**config.mk**
```make
export PLATFORM = sky130hd
export DESIGN_NAME = vwc_top
export DESIGN_NICKNAME = d
export VERILOG_FILES = /design/src/rtl/vwc_pkg.sv /design/src/rtl/vwc_regs.sv /design/src/rtl/vwc_pos.sv /design/src/rtl/vwc_window.sv /design/src/rtl/vwc_top.sv
export SDC_FILE = /design/constraint.sdc
export NUM_CORES = 1
export LEC_CHECK = 0
export BUFFER_PORTS_ARGS = -buffer_cell sky130_fd_sc_hd__buf_2
export CAP_MARGIN = 20
export CORE_ASPECT_RATIO = 1.75
export CORE_UTILIZATION = 30
export DETAILED_ROUTE_END_ITERATION = 8
export GPL_TIMING_DRIVEN = 0
export HOLD_SLACK_MARGIN = 0.02
export SLEW_MARGIN = 0
export SYNTH_ARGS = -nofsm -noshare
export SYNTH_HDL_FRONTEND = slang
export SYNTH_SLANG_ARGS = --single-unit
export TNS_END_PERCENT = 10
```
**constraint.sdc**
```tcl
create_clock -name clk -period 8.66 [get_ports clk]
set_input_delay 0.866 -clock clk [delete_from_list [all_inputs] [get_ports clk]]
set_output_delay 0.866 -clock clk [all_outputs]
set_load 0.005 [all_outputs]
```
**src/rtl/vwc_pkg.sv**
```systemverilog
package vwc_pkg;

  // register map (the bench and software decode these)
  localparam int ADR_CTRL      = 0;
  localparam int ADR_HOFF      = 1;
  localparam int ADR_VOFF      = 2;
  localparam int ADR_HSIZE     = 3;
  localparam int ADR_VSIZE     = 4;
  localparam int ADR_CTRL_SHD  = 5;
  localparam int ADR_HOFF_SHD  = 6;
  localparam int ADR_VOFF_SHD  = 7;
  localparam int ADR_HSIZE_SHD = 8;
  localparam int ADR_VSIZE_SHD = 9;

  // control bit positions
  localparam int BIT_YUV     = 0;
  localparam int BIT_RAW     = 1;
  localparam int BIT_UPD_NOW = 2;
  localparam int BIT_UPD_SOF = 3;

  localparam int POS_W = 16;

  // true when pos lies in [start, start+len-1]
  function automatic logic span_hit(input logic [POS_W-1:0] pos,
                                    input logic [POS_W-1:0] start,
                                    input logic [POS_W-1:0] len);
    logic [POS_W:0] stop;
    stop = {1'b0, start} + {1'b0, len};
    return (pos >= start) && ({1'b0, pos} < stop);
  endfunction

  // true when pos is the last element of a non-empty span
  function automatic logic span_last(input logic [POS_W-1:0] pos,
                                     input logic [POS_W-1:0] start,
                                     input logic [POS_W-1:0] len);
    logic [POS_W:0] last;
    last = {1'b0, start} + {1'b0, len} - 1'b1;
    return (len != '0) && ({1'b0, pos} == last);
  endfunction

endpackage

```
**src/rtl/vwc_regs.sv**
```systemverilog
module vwc_regs
  import vwc_pkg::*;
#(
  parameter int DIM_W  = 12,
  parameter int ADDR_W = 4
) (
  input  logic              clk,
  input  logic              rst_n,
  input  logic              wr_en,
  input  logic [ADDR_W-1:0] addr,
  input  logic [DIM_W-1:0]  wr_data,
  output logic [DIM_W-1:0]  rd_data,
  input  logic              frame_start,
  output logic [DIM_W-1:0]  act_hoff,
  output logic [DIM_W-1:0]  act_voff,
  output logic [DIM_W-1:0]  act_hsize,
  output logic [DIM_W-1:0]  act_vsize,
  output logic [1:0]        act_mode,
  output logic [1:0]        shd_mode_o,
  output logic              upd_now_evt,
  output logic              load_sof_evt
);

  logic [DIM_W-1:0] wk_hoff, wk_voff, wk_hsize, wk_vsize;
  logic [1:0]       wk_mode;
  logic [DIM_W-1:0] sh_hoff, sh_voff, sh_hsize, sh_vsize;
  logic [1:0]       sh_mode;
  logic             armed;
  logic             wr_ctrl, arm_req;

  assign wr_ctrl      = wr_en && (addr == ADDR_W'(ADR_CTRL));
  assign upd_now_evt  = wr_ctrl && wr_data[BIT_UPD_NOW];
  assign arm_req      = wr_ctrl && wr_data[BIT_UPD_SOF] && !wr_data[BIT_UPD_NOW];
  assign load_sof_evt = armed && frame_start;

  // working registers
  always_ff @(posedge clk) begin
    if (!rst_n) begin
      wk_hoff  <= '0;
      wk_voff  <= '0;
      wk_hsize <= '0;
      wk_vsize <= '0;
      wk_mode  <= '0;
    end else if (wr_en) begin
      if (addr == ADDR_W'(ADR_HOFF))  wk_hoff  <= wr_data;
      if (addr == ADDR_W'(ADR_VOFF))  wk_voff  <= wr_data;
      if (addr == ADDR_W'(ADR_HSIZE)) wk_hsize <= wr_data;
      if (addr == ADDR_W'(ADR_VSIZE)) wk_vsize <= wr_data;
      if (addr == ADDR_W'(ADR_CTRL))  wk_mode  <= {wr_data[BIT_RAW], wr_data[BIT_YUV]};
    end
  end

  // deferred-load arm flag
  always_ff @(posedge clk) begin
    if (!rst_n)            armed <= 1'b0;
    else if (upd_now_evt)  armed <= 1'b0;
    else if (arm_req)      armed <= 1'b1;
    else if (load_sof_evt) armed <= 1'b0;
  end

  // shadow set: immediate copy wins over the frame-start copy
  always_ff @(posedge clk) begin
    if (!rst_n) begin
      sh_hoff  <= '0;
      sh_voff  <= '0;
      sh_hsize <= '0;
      sh_vsize <= '0;
      sh_mode  <= '0;
    end else if (upd_now_evt) begin
      sh_hoff  <= wk_hoff;
      sh_voff  <= wk_voff;
      sh_hsize <= wk_hsize;
      sh_vsize <= wk_vsize;
      sh_mode  <= {wr_data[BIT_RAW], wr_data[BIT_YUV]};
    end else if (load_sof_evt) begin
      sh_hoff  <= wk_hoff;
      sh_voff  <= wk_voff;
      sh_hsize <= wk_hsize;
      sh_vsize <= wk_vsize;
      sh_mode  <= wk_mode;
    end
  end

  // the frame-start pixel of an armed load already uses the working set
  always_comb begin
    if (load_sof_evt) begin
      act_hoff  = wk_hoff;
      act_voff  = wk_voff;
      act_hsize = wk_hsize;
      act_vsize = wk_vsize;
      act_mode  = wk_mode;
    end else begin
      act_hoff  = sh_hoff;
      act_voff  = sh_voff;
      act_hsize = sh_hsize;
      act_vsize = sh_vsize;
      act_mode  = sh_mode;
    end
  end

  assign shd_mode_o = sh_mode;

  always_comb begin
    rd_data = '0;
    case (addr)
      ADDR_W'(ADR_CTRL):      rd_data = DIM_W'(wk_mode);
      ADDR_W'(ADR_HOFF):      rd_data = wk_hoff;
      ADDR_W'(ADR_VOFF):      rd_data = wk_voff;
      ADDR_W'(ADR_HSIZE):     rd_data = wk_hsize;
      ADDR_W'(ADR_VSIZE):     rd_data = wk_vsize;
      ADDR_W'(ADR_CTRL_SHD):  rd_data = DIM_W'(sh_mode);
      ADDR_W'(ADR_HOFF_SHD):  rd_data = sh_hoff;
      ADDR_W'(ADR_VOFF_SHD):  rd_data = sh_voff;
      ADDR_W'(ADR_HSIZE_SHD): rd_data = sh_hsize;
      ADDR_W'(ADR_VSIZE_SHD): rd_data = sh_vsize;
      default:                rd_data = '0;
    endcase
  end

endmodule

```
**src/rtl/vwc_pos.sv**
```systemverilog
module vwc_pos #(
  parameter int DIM_W = 12
) (
  input  logic             clk,
  input  logic             rst_n,
  input  logic             in_valid,
  input  logic             in_sof,
  input  logic             in_eol,
  output logic [DIM_W-1:0] cur_col,
  output logic [DIM_W-1:0] cur_row
);

  logic [DIM_W-1:0] col_q, row_q;

  // position of the pixel presented this cycle
  assign cur_col = in_sof ? '0 : col_q;
  assign cur_row = in_sof ? '0 : row_q;

  always_ff @(posedge clk) begin
    if (!rst_n) begin
      col_q <= '0;
      row_q <= '0;
    end else if (in_valid) begin
      if (in_eol) begin
        col_q <= '0;
        row_q <= cur_row + 1'b1;
      end else begin
        col_q <= cur_col + 1'b1;
        row_q <= cur_row;
      end
    end
  end

endmodule

```
**src/rtl/vwc_window.sv**
```systemverilog
module vwc_window
  import vwc_pkg::*;
#(
  parameter int DATA_W = 10,
  parameter int DIM_W  = 12
) (
  input  logic              clk,
  input  logic              rst_n,
  input  logic              in_valid,
  input  logic              in_sof,
  input  logic              in_eol,
  input  logic [DATA_W-1:0] in_data,
  input  logic [DIM_W-1:0]  cur_col,
  input  logic [DIM_W-1:0]  cur_row,
  input  logic [DIM_W-1:0]  hoff,
  input  logic [DIM_W-1:0]  voff,
  input  logic [DIM_W-1:0]  hsize,
  input  logic [DIM_W-1:0]  vsize,
  input  logic [1:0]        mode,
  output logic              crop_on,
  output logic              pix_keep,
  output logic              out_valid,
  output logic              out_sof,
  output logic              out_eol,
  output logic [DATA_W-1:0] out_data
);

  logic hit, sof_mark, eol_mark, sof_pending;

  assign crop_on  = |mode;
  assign hit      = span_hit(POS_W'(cur_col), POS_W'(hoff), POS_W'(hsize)) &&
                    span_hit(POS_W'(cur_row), POS_W'(voff), POS_W'(vsize));
  assign pix_keep = in_valid && (crop_on ? hit : 1'b1);

  assign sof_mark = crop_on ? (in_sof || sof_pending) : in_sof;
  assign eol_mark = crop_on
                  ? (span_last(POS_W'(cur_col), POS_W'(hoff), POS_W'(hsize)) || in_eol)
                  : in_eol;

  // waits for the first kept pixel of a frame
  always_ff @(posedge clk) begin
    if (!rst_n)              sof_pending <= 1'b0;
    else if (in_valid) begin
      if (in_sof)            sof_pending <= !pix_keep;
      else if (pix_keep)     sof_pending <= 1'b0;
    end
  end

  always_ff @(posedge clk) begin
    if (!rst_n) begin
      out_valid <= 1'b0;
      out_sof   <= 1'b0;
      out_eol   <= 1'b0;
      out_data  <= '0;
    end else begin
      out_valid <= pix_keep;
      out_sof   <= pix_keep && sof_mark;
      out_eol   <= pix_keep && eol_mark;
      out_data  <= pix_keep ? in_data : '0;
    end
  end

endmodule

```
**src/rtl/vwc_top.sv**
```systemverilog
module vwc_top #(
  parameter int DATA_W = 10,
  parameter int DIM_W  = 12,
  parameter int ADDR_W = 4
) (
  input  logic              clk,
  input  logic              rst_n,
  input  logic              cfg_wr,
  input  logic [ADDR_W-1:0] cfg_addr,
  input  logic [DIM_W-1:0]  cfg_wdata,
  output logic [DIM_W-1:0]  cfg_rdata,
  input  logic              in_valid,
  input  logic              in_sof,
  input  logic              in_eol,
  input  logic [DATA_W-1:0] in_data,
  output logic              out_valid,
  output logic              out_sof,
  output logic              out_eol,
  output logic [DATA_W-1:0] out_data
);

  logic [DIM_W-1:0] act_hoff, act_voff, act_hsize, act_vsize;
  logic [1:0]       act_mode, shd_mode;
  logic             upd_now_evt, load_sof_evt, crop_on, pix_keep;
  logic [DIM_W-1:0] cur_col, cur_row;
  logic             frame_start;

  assign frame_start = in_valid && in_sof;

  vwc_regs #(.DIM_W(DIM_W), .ADDR_W(ADDR_W)) u_regs (
    .clk          (clk),
    .rst_n        (rst_n),
    .wr_en        (cfg_wr),
    .addr         (cfg_addr),
    .wr_data      (cfg_wdata),
    .rd_data      (cfg_rdata),
    .frame_start  (frame_start),
    .act_hoff     (act_hoff),
    .act_voff     (act_voff),
    .act_hsize    (act_hsize),
    .act_vsize    (act_vsize),
    .act_mode     (act_mode),
    .shd_mode_o   (shd_mode),
    .upd_now_evt  (upd_now_evt),
    .load_sof_evt (load_sof_evt)
  );

  vwc_pos #(.DIM_W(DIM_W)) u_pos (
    .clk      (clk),
    .rst_n    (rst_n),
    .in_valid (in_valid),
    .in_sof   (in_sof),
    .in_eol   (in_eol),
    .cur_col  (cur_col),
    .cur_row  (cur_row)
  );

  vwc_window #(.DATA_W(DATA_W), .DIM_W(DIM_W)) u_win (
    .clk       (clk),
    .rst_n     (rst_n),
    .in_valid  (in_valid),
    .in_sof    (in_sof),
    .in_eol    (in_eol),
    .in_data   (in_data),
    .cur_col   (cur_col),
    .cur_row   (cur_row),
    .hoff      (act_hoff),
    .voff      (act_voff),
    .hsize     (act_hsize),
    .vsize     (act_vsize),
    .mode      (act_mode),
    .crop_on   (crop_on),
    .pix_keep  (pix_keep),
    .out_valid (out_valid),
    .out_sof   (out_sof),
    .out_eol   (out_eol),
    .out_data  (out_data)
  );

endmodule

```
==> results.cfg, run 1 <==
[synthesis]
postSynthAreaPerCell_sq_um = 8.06
syn_nets = 1277
synth_edf_count = 0
yosysUniqueCellTypes = 65
synth_warnings = 0
syn-instance-count = 1170
synth_ff_type = dfxtp_1
ys_ff_latch = 139
synth_async_sr_flop_share_pct = 0
seq_area_frac_synth_pct = 29.5
syn_area_sq_mm = 0.00943

[routing]
drt-initial-drc-count = 542
ant_nets = 0
drt_wl_total_um = 33400
wl_per_cell_um = 20.3
dr_total_vias = 8931
drc = 0
dr.pass1.iters = 6
drt-vias-per-instance = 5.43

[clock_tree]
numCtsBuffers = 17
h-tree-depth = 4
clock-root-buffer = clkbuf_16
postCtsHoldBufs = 0
clock-sinks = 139
clkTransAtPathRegs_ns = 0.06
clockBufferDepth = 2
cts_resized = 0
worstSkewPairLatency_ns = 0.45
postCtsSetupRepairBufs = 0
cts_tree = built

[floorplan]
core.rowCount = 85
die_w_um = 136
die_y_um = 237
io_pins = 57
coreArea_sq_mm = 0.0308
die_area_sq_mm = 0.0322
initial_core_util_pct = 30.6

[power_and_ir_drop]
power_density_mw_per_mm2 = 141
peakVddDrop_mv = 0.141
p_leak_uw = 0.00519

[timing]
rsz0062_at_grt = false
finalMaxSlewViolations = 0
fin_tns_setup_ns = 0
fin_crit_ns = 7.72
fin_skew_ns = 0.0117
period_share_pct = 89.1
fin_hold_ws_ns = 0.503
fmax_mhz = 130
final-setup-viol-count = 0
worst_pin_slew_ns = 0.957
hold_violations = 0
slew_headroom_pct = 34.4

[worst_setup_path]
critPathBufInv = 6
worst_path_largest_cell_delay_ns = 0.68
cp_max_fo = 10
crit_type = in -> reg
required_ns = 9.05
critPathLaunchType = input pin
end_kind = flip-flop
arrival_ns = 8.11
cp_slowest_cell = buf_1
cp_top_family = compound AO/OA/AOI/OAI gates

[run_status]
status = complete, no violations

[global_route]
grt_pass1_vias = 8904
overflow = 0
grt_max_degree = 17
antenna_found_initial = 0
grt_pass1_wl_um = 50800
grt_usage_pct = 21.4

[cells_and_area]
instances_no_fill = 1645
diodes = 0
layout_commonest_cell = nand2_1
final_cell_mix = 235 x nand2_1, 139 x dfxtp_1, 73 x ha_1
nets = 1348
stdcell_area_sq_mm = 0.0108
fin_util_pct = 34.9
syn_to_final_growth_pct = 14.1
drive_gt1_share_pct = 8.21

[place]
placed_area_sq_mm = 0.0102
portBuffers = 51
dp_cells = 1612
gp_congestion = 0.980
dpl.hpwl_um = 26700

[hold_path]
min_path_type = reg -> reg

[job]
maxCapViolations = 0
[synth_stat cells (3+ instances only)]
master / n / share of area [%]
a2111oi_0: 3 / 0.28
a211o_1: 4 / 0.37
a211oi_1: 8 / 0.64
a21boi_0: 64 / 5.1
a21o_1: 11 / 0.88
a21oi_1: 39 / 2.1
a221oi_1: 16 / 1.5
a22o_1: 10 / 0.93
a22oi_1: 28 / 2.2
a31oi_1: 3 / 0.20
a32oi_1: 4 / 0.37
a41oi_1: 3 / 0.28
and2_1: 26 / 1.7
and3_1: 11 / 0.73
buf_1: 4 / 0.16
buf_2: 3 / 0.16
clkbuf_1: 59 / 2.3
dfxtp_1: 139 / 30
ha_1: 73 / 9.7
inv_1: 55 / 2.2
mux2i_1: 44 / 4.7
nand2_1: 235 / 9.4
nand2b_1: 15 / 1.0
nand3_1: 45 / 2.4
nand4_1: 6 / 0.40
nor2_1: 36 / 1.4
nor2b_1: 41 / 2.7
nor3_1: 19 / 1.0
nor3b_1: 4 / 0.32
o211a_1: 37 / 3.9
o211ai_1: 3 / 0.24
o21a_1: 6 / 0.48
o21ai_0: 23 / 1.2
o21bai_1: 3 / 0.24
or2_2: 3 / 0.20
xnor2_1: 30 / 2.8
xor2_1: 20 / 1.9
[per-stage QoR]
stage	total power (uW)	setup WS, ns
finish	1520	0.940
global route	1560	0.570
CTS	1530	0.915
detailed placement	795	0.452
global placement	794	0.577
floorplan	746	2.52
[layout make-up]
class	count	area, sq um
Buffer	69	279
Clock buffer	19	433
Clock inverter	13	143
Fill cell	3288	20100
Inverter	56	210
Multi-Input combinational cell	906	6160
Sequential cell	139	2780
Tap cell	391	489
Timing Repair Buffer	52	263
[cells by family after synthesis]
group           share of synthesized area, %
xor+xnor                                4.94
simple gates                            22.3
flops                                   29.5
fa+ha+maj                               10.1
buf+inv                                 5.19
mux                                     5.03
compound gates                          23.0
[metal layers]
metal	global-route usage [%]	routed length [um]	vias to the layer above
met5	0	0	-
met2	38.4	17400	314
met4	19.9	3190	0
met3	3.81	1490	130
met1	20.1	11300	4237
li1	-	-	4250
[worst register-to-register path, stage by stage (launching register included)]
cell and delay, ns:
dfxtp_1 0.33, nand3_2 0.18, buf_6 0.23, buf_1 0.62, buf_1 0.69, mux2i_1 0.61, inv_1 0.10, ha_1 0.28
a21o_1 0.18, a21oi_1 0.22, o21bai_1 0.09, a21oi_1 0.21, nor2b_1 0.08, o21a_1 0.18, o21ai_0 0.17, nand2b_1 0.08
a21oi_1 0.23, o21ai_0 0.15, xnor2_1 0.15, ha_1 0.20, a2111oi_0 0.54, o21ai_0 0.20, a41o_1 0.28, o211a_1 0.15
o41ai_1 0.36, and3_1 0.40, clkbuf_1 0.32, and2_1 0.18
[power by group]
group | internal (uW) | leakage, uW | switching, uW
logic | 46.5 | 0.00379 | 79.4
registers | 648 | 0.00112 | 7.43
clock network | 426 | 0.000279 | 310
[path summary, 6_finish.rpt]
path,from,endpoint,slack (ns),depth (start not counted)
setup / recovery,in_sof,u_win.out_data[9]$_SDFF_PN0_,0.94,28
hold / removal,u_pos.col_q[11]$_SDFFE_PN0P_,u_pos.col_q[11]$_SDFFE_PN0P_,0.50,2
hold reg to reg,u_pos.col_q[11]$_SDFFE_PN0P_,u_pos.col_q[11]$_SDFFE_PN0P_,0.50,2
setup reg to reg,u_regs.armed$_SDFFE_PP0P_,u_win.out_data[9]$_SDFF_PN0_,1.18,27
Note: power is estimated with default switching activity, not from simulation.
==> inputs of run 2 (changes only) <==
--- a/config.mk
+++ b/config.mk
@@ -9,6 +9,7 @@
 export CAP_MARGIN = 20
 export CORE_ASPECT_RATIO = 1.75
 export CORE_UTILIZATION = 30
+export CTS_BUF_LIST = sky130_fd_sc_hd__clkbuf_8 sky130_fd_sc_hd__clkbuf_16
 export DETAILED_ROUTE_END_ITERATION = 8
 export GPL_TIMING_DRIVEN = 0
 export HOLD_SLACK_MARGIN = 0.02
==> run 2 against run 1 <==
  * Utilization unchanged
  * Clock skew shrank 0.0011 ns
  * Register-to-register slack hardly changed
  * Design area stayed put
  * Routed wire length about the same
  * Worst setup slack lost 0.0052 ns
  * Clock-buffer cell count decreased by 2
  * Clock power shrank 0.5%
  * Total power decreased by 0.23%
  * Largest cell class unchanged
  * Largest power group unchanged
==> results.cfg, run 2 (synthesis gave the netlist of run 1 again) <==
[power_and_ir_drop]
pwr-share-seq_pct = 43.3
p_sw_share_pct = 26.1
peakVddDrop_mv = 0.139
p_leak_uw = 0.00520
pwr-share-clk_pct = 48.4
p_switching_uw = 396
p_comb_share_pct = 8.3
power_density_mw_per_mm2 = 141
p_int_uw = 1120

[hold_path]
hp-start = u_pos.col_q[11]$_SDFFE_PN0P_
min_path_type = reg -> reg

[floorplan]
die_area_sq_mm = 0.0322
die_w_um = 136
coreArea_sq_mm = 0.0308
core.rowCount = 85
io_pins = 57
die_y_um = 237
initial_core_util_pct = 30.6

[routing]
dr.pass1.iters = 6
drt_wl_total_um = 33400
drt-vias-per-instance = 5.43
wl_per_cell_um = 20.3
drt-initial-drc-count = 541
ant_nets = 0
drc = 0
dr_total_vias = 8925

[worst_setup_path]
end_kind = flip-flop
required_ns = 9.04
worstReg2RegStart = u_regs.armed$_SDFFE_PP0P_
crit_type = in -> reg
cp_max_fo = 10
critPathLaunchType = input pin
arrival_ns = 8.11
cp_top_family = compound AO/OA/AOI/OAI gates
startpoint = in_sof
critPathBufInv = 6
cp_slowest_cell = buf_1
worst_path_largest_cell_delay_ns = 0.68

[timing]
hold_violations = 0
fin_skew_ns = 0.0106
finalMaxSlewViolations = 0
fin_crit_ns = 7.72
slew_headroom_pct = 32.7
period_share_pct = 89.2
fin_tns_setup_ns = 0
fmax_mhz = 129
rsz0062_at_grt = false
final-setup-viol-count = 0
worst_pin_slew_ns = 0.982

[place]
portBuffers = 51
gp_congestion = 0.980
dpl.hpwl_um = 26700

[clock_tree]
clock-sinks = 139
postCtsSetupRepairBufs = 0
clockBufferDepth = 2
cts_tree = built
h-tree-depth = 4
worstSkewPairLatency_ns = 0.45
clkTransAtPathRegs_ns = 0.06
postCtsHoldBufs = 0
numCtsBuffers = 17
clock-root-buffer = clkbuf_16
cts_resized = 0

[global_route]
grt_max_degree = 17
grt_pass1_wl_um = 50800
overflow = 0
grt_usage_pct = 21.4
grt_pass1_vias = 8904
antenna_found_initial = 0

[cells_and_area]
fillers = 3288
drive_gt1_share_pct = 8.21
final_cell_mix = 235 x nand2_1, 139 x dfxtp_1, 73 x ha_1
fin_util_pct = 34.9
layout_commonest_cell = nand2_1
diodes = 0
nets = 1348
syn_to_final_growth_pct = 14.1

[run_status]
status = complete, no violations

[job]
maxCapViolations = 0
[run 2: worst register-to-register path, delay by kind of cell, from the launching register on]
family | cells | cell delay [ns]
AOI/OAI and AO/OA | 13 | 2.96
xor gates and xnor gates | 1 | 0.15
adders and majority gates | 2 | 0.48
buffers and inverters | 5 | 1.96
DFF | 1 | 0.33
muxes | 1 | 0.61
and+or+nand+nor | 5 | 0.92
[run 2: cell type report]
type | count | area (sq um) | share of cell area, %
flip-flops and latches | 139 | 2780 | 25.9
plain buffers | 69 | 279 | 2.59
repair buffers | 52 | 263 | 2.44
inverters | 56 | 210 | 1.95
clock buffers | 17 | 425 | 3.95
well taps | 391 | 489 | 4.55
clock inverters | 15 | 150 | 1.40
multi-input cells | 906 | 6160 | 57.2
[run 2: metrics by stage]
step / area [sq um] / cells / power (uW) / hold slack, ns / setup WS [ns]
3_5_place_dp: 10200 / 1612 / 795 / 0.499 / 0.452
5_1_grt: 10800 / 1645 / 1560 / 0.535 / 0.570
2_1_floorplan: 9430 / 1170 / 746 / 0.466 / 2.52
3_3_place_gp: 10200 / 1612 / 794 / 0.485 / 0.577
4_1_cts: 10800 / 1644 / 1530 / 0.513 / 0.915
6_report: 10800 / 1645 / 1510 / 0.503 / 0.935
[run 2: power by group through the flow]
stage                     registers (uW)  logic, uW  clock network, uW
after floorplan                      667       79.2                  0
after global placement               669        125                  0
after detailed placement             669        125                  0
after CTS                            655        126                744
after global routing                 656        137                767
final                                655        126                732
[run 2: final timing paths]
kind,endpoint,slack [ns],cells after the start
setup / recovery,u_win.out_data[9]$_SDFF_PN0_,0.94,28
hold / removal,u_pos.col_q[11]$_SDFFE_PN0P_,0.50,2
setup reg to reg,u_win.out_data[9]$_SDFF_PN0_,1.17,27
hold reg to reg,u_pos.col_q[11]$_SDFFE_PN0P_,0.50,2
[run 2: per-layer routing]
metal	up-vias	GRT usage (%)	part of all wire, %	routed length, um
li1	4250	-	-	-
met1	4249	20.1	34	11400
met2	296	38.4	52	17400
met3	130	3.81	4.2	1420
met4	0	19.9	9.5	3180
met5	-	0	0	0
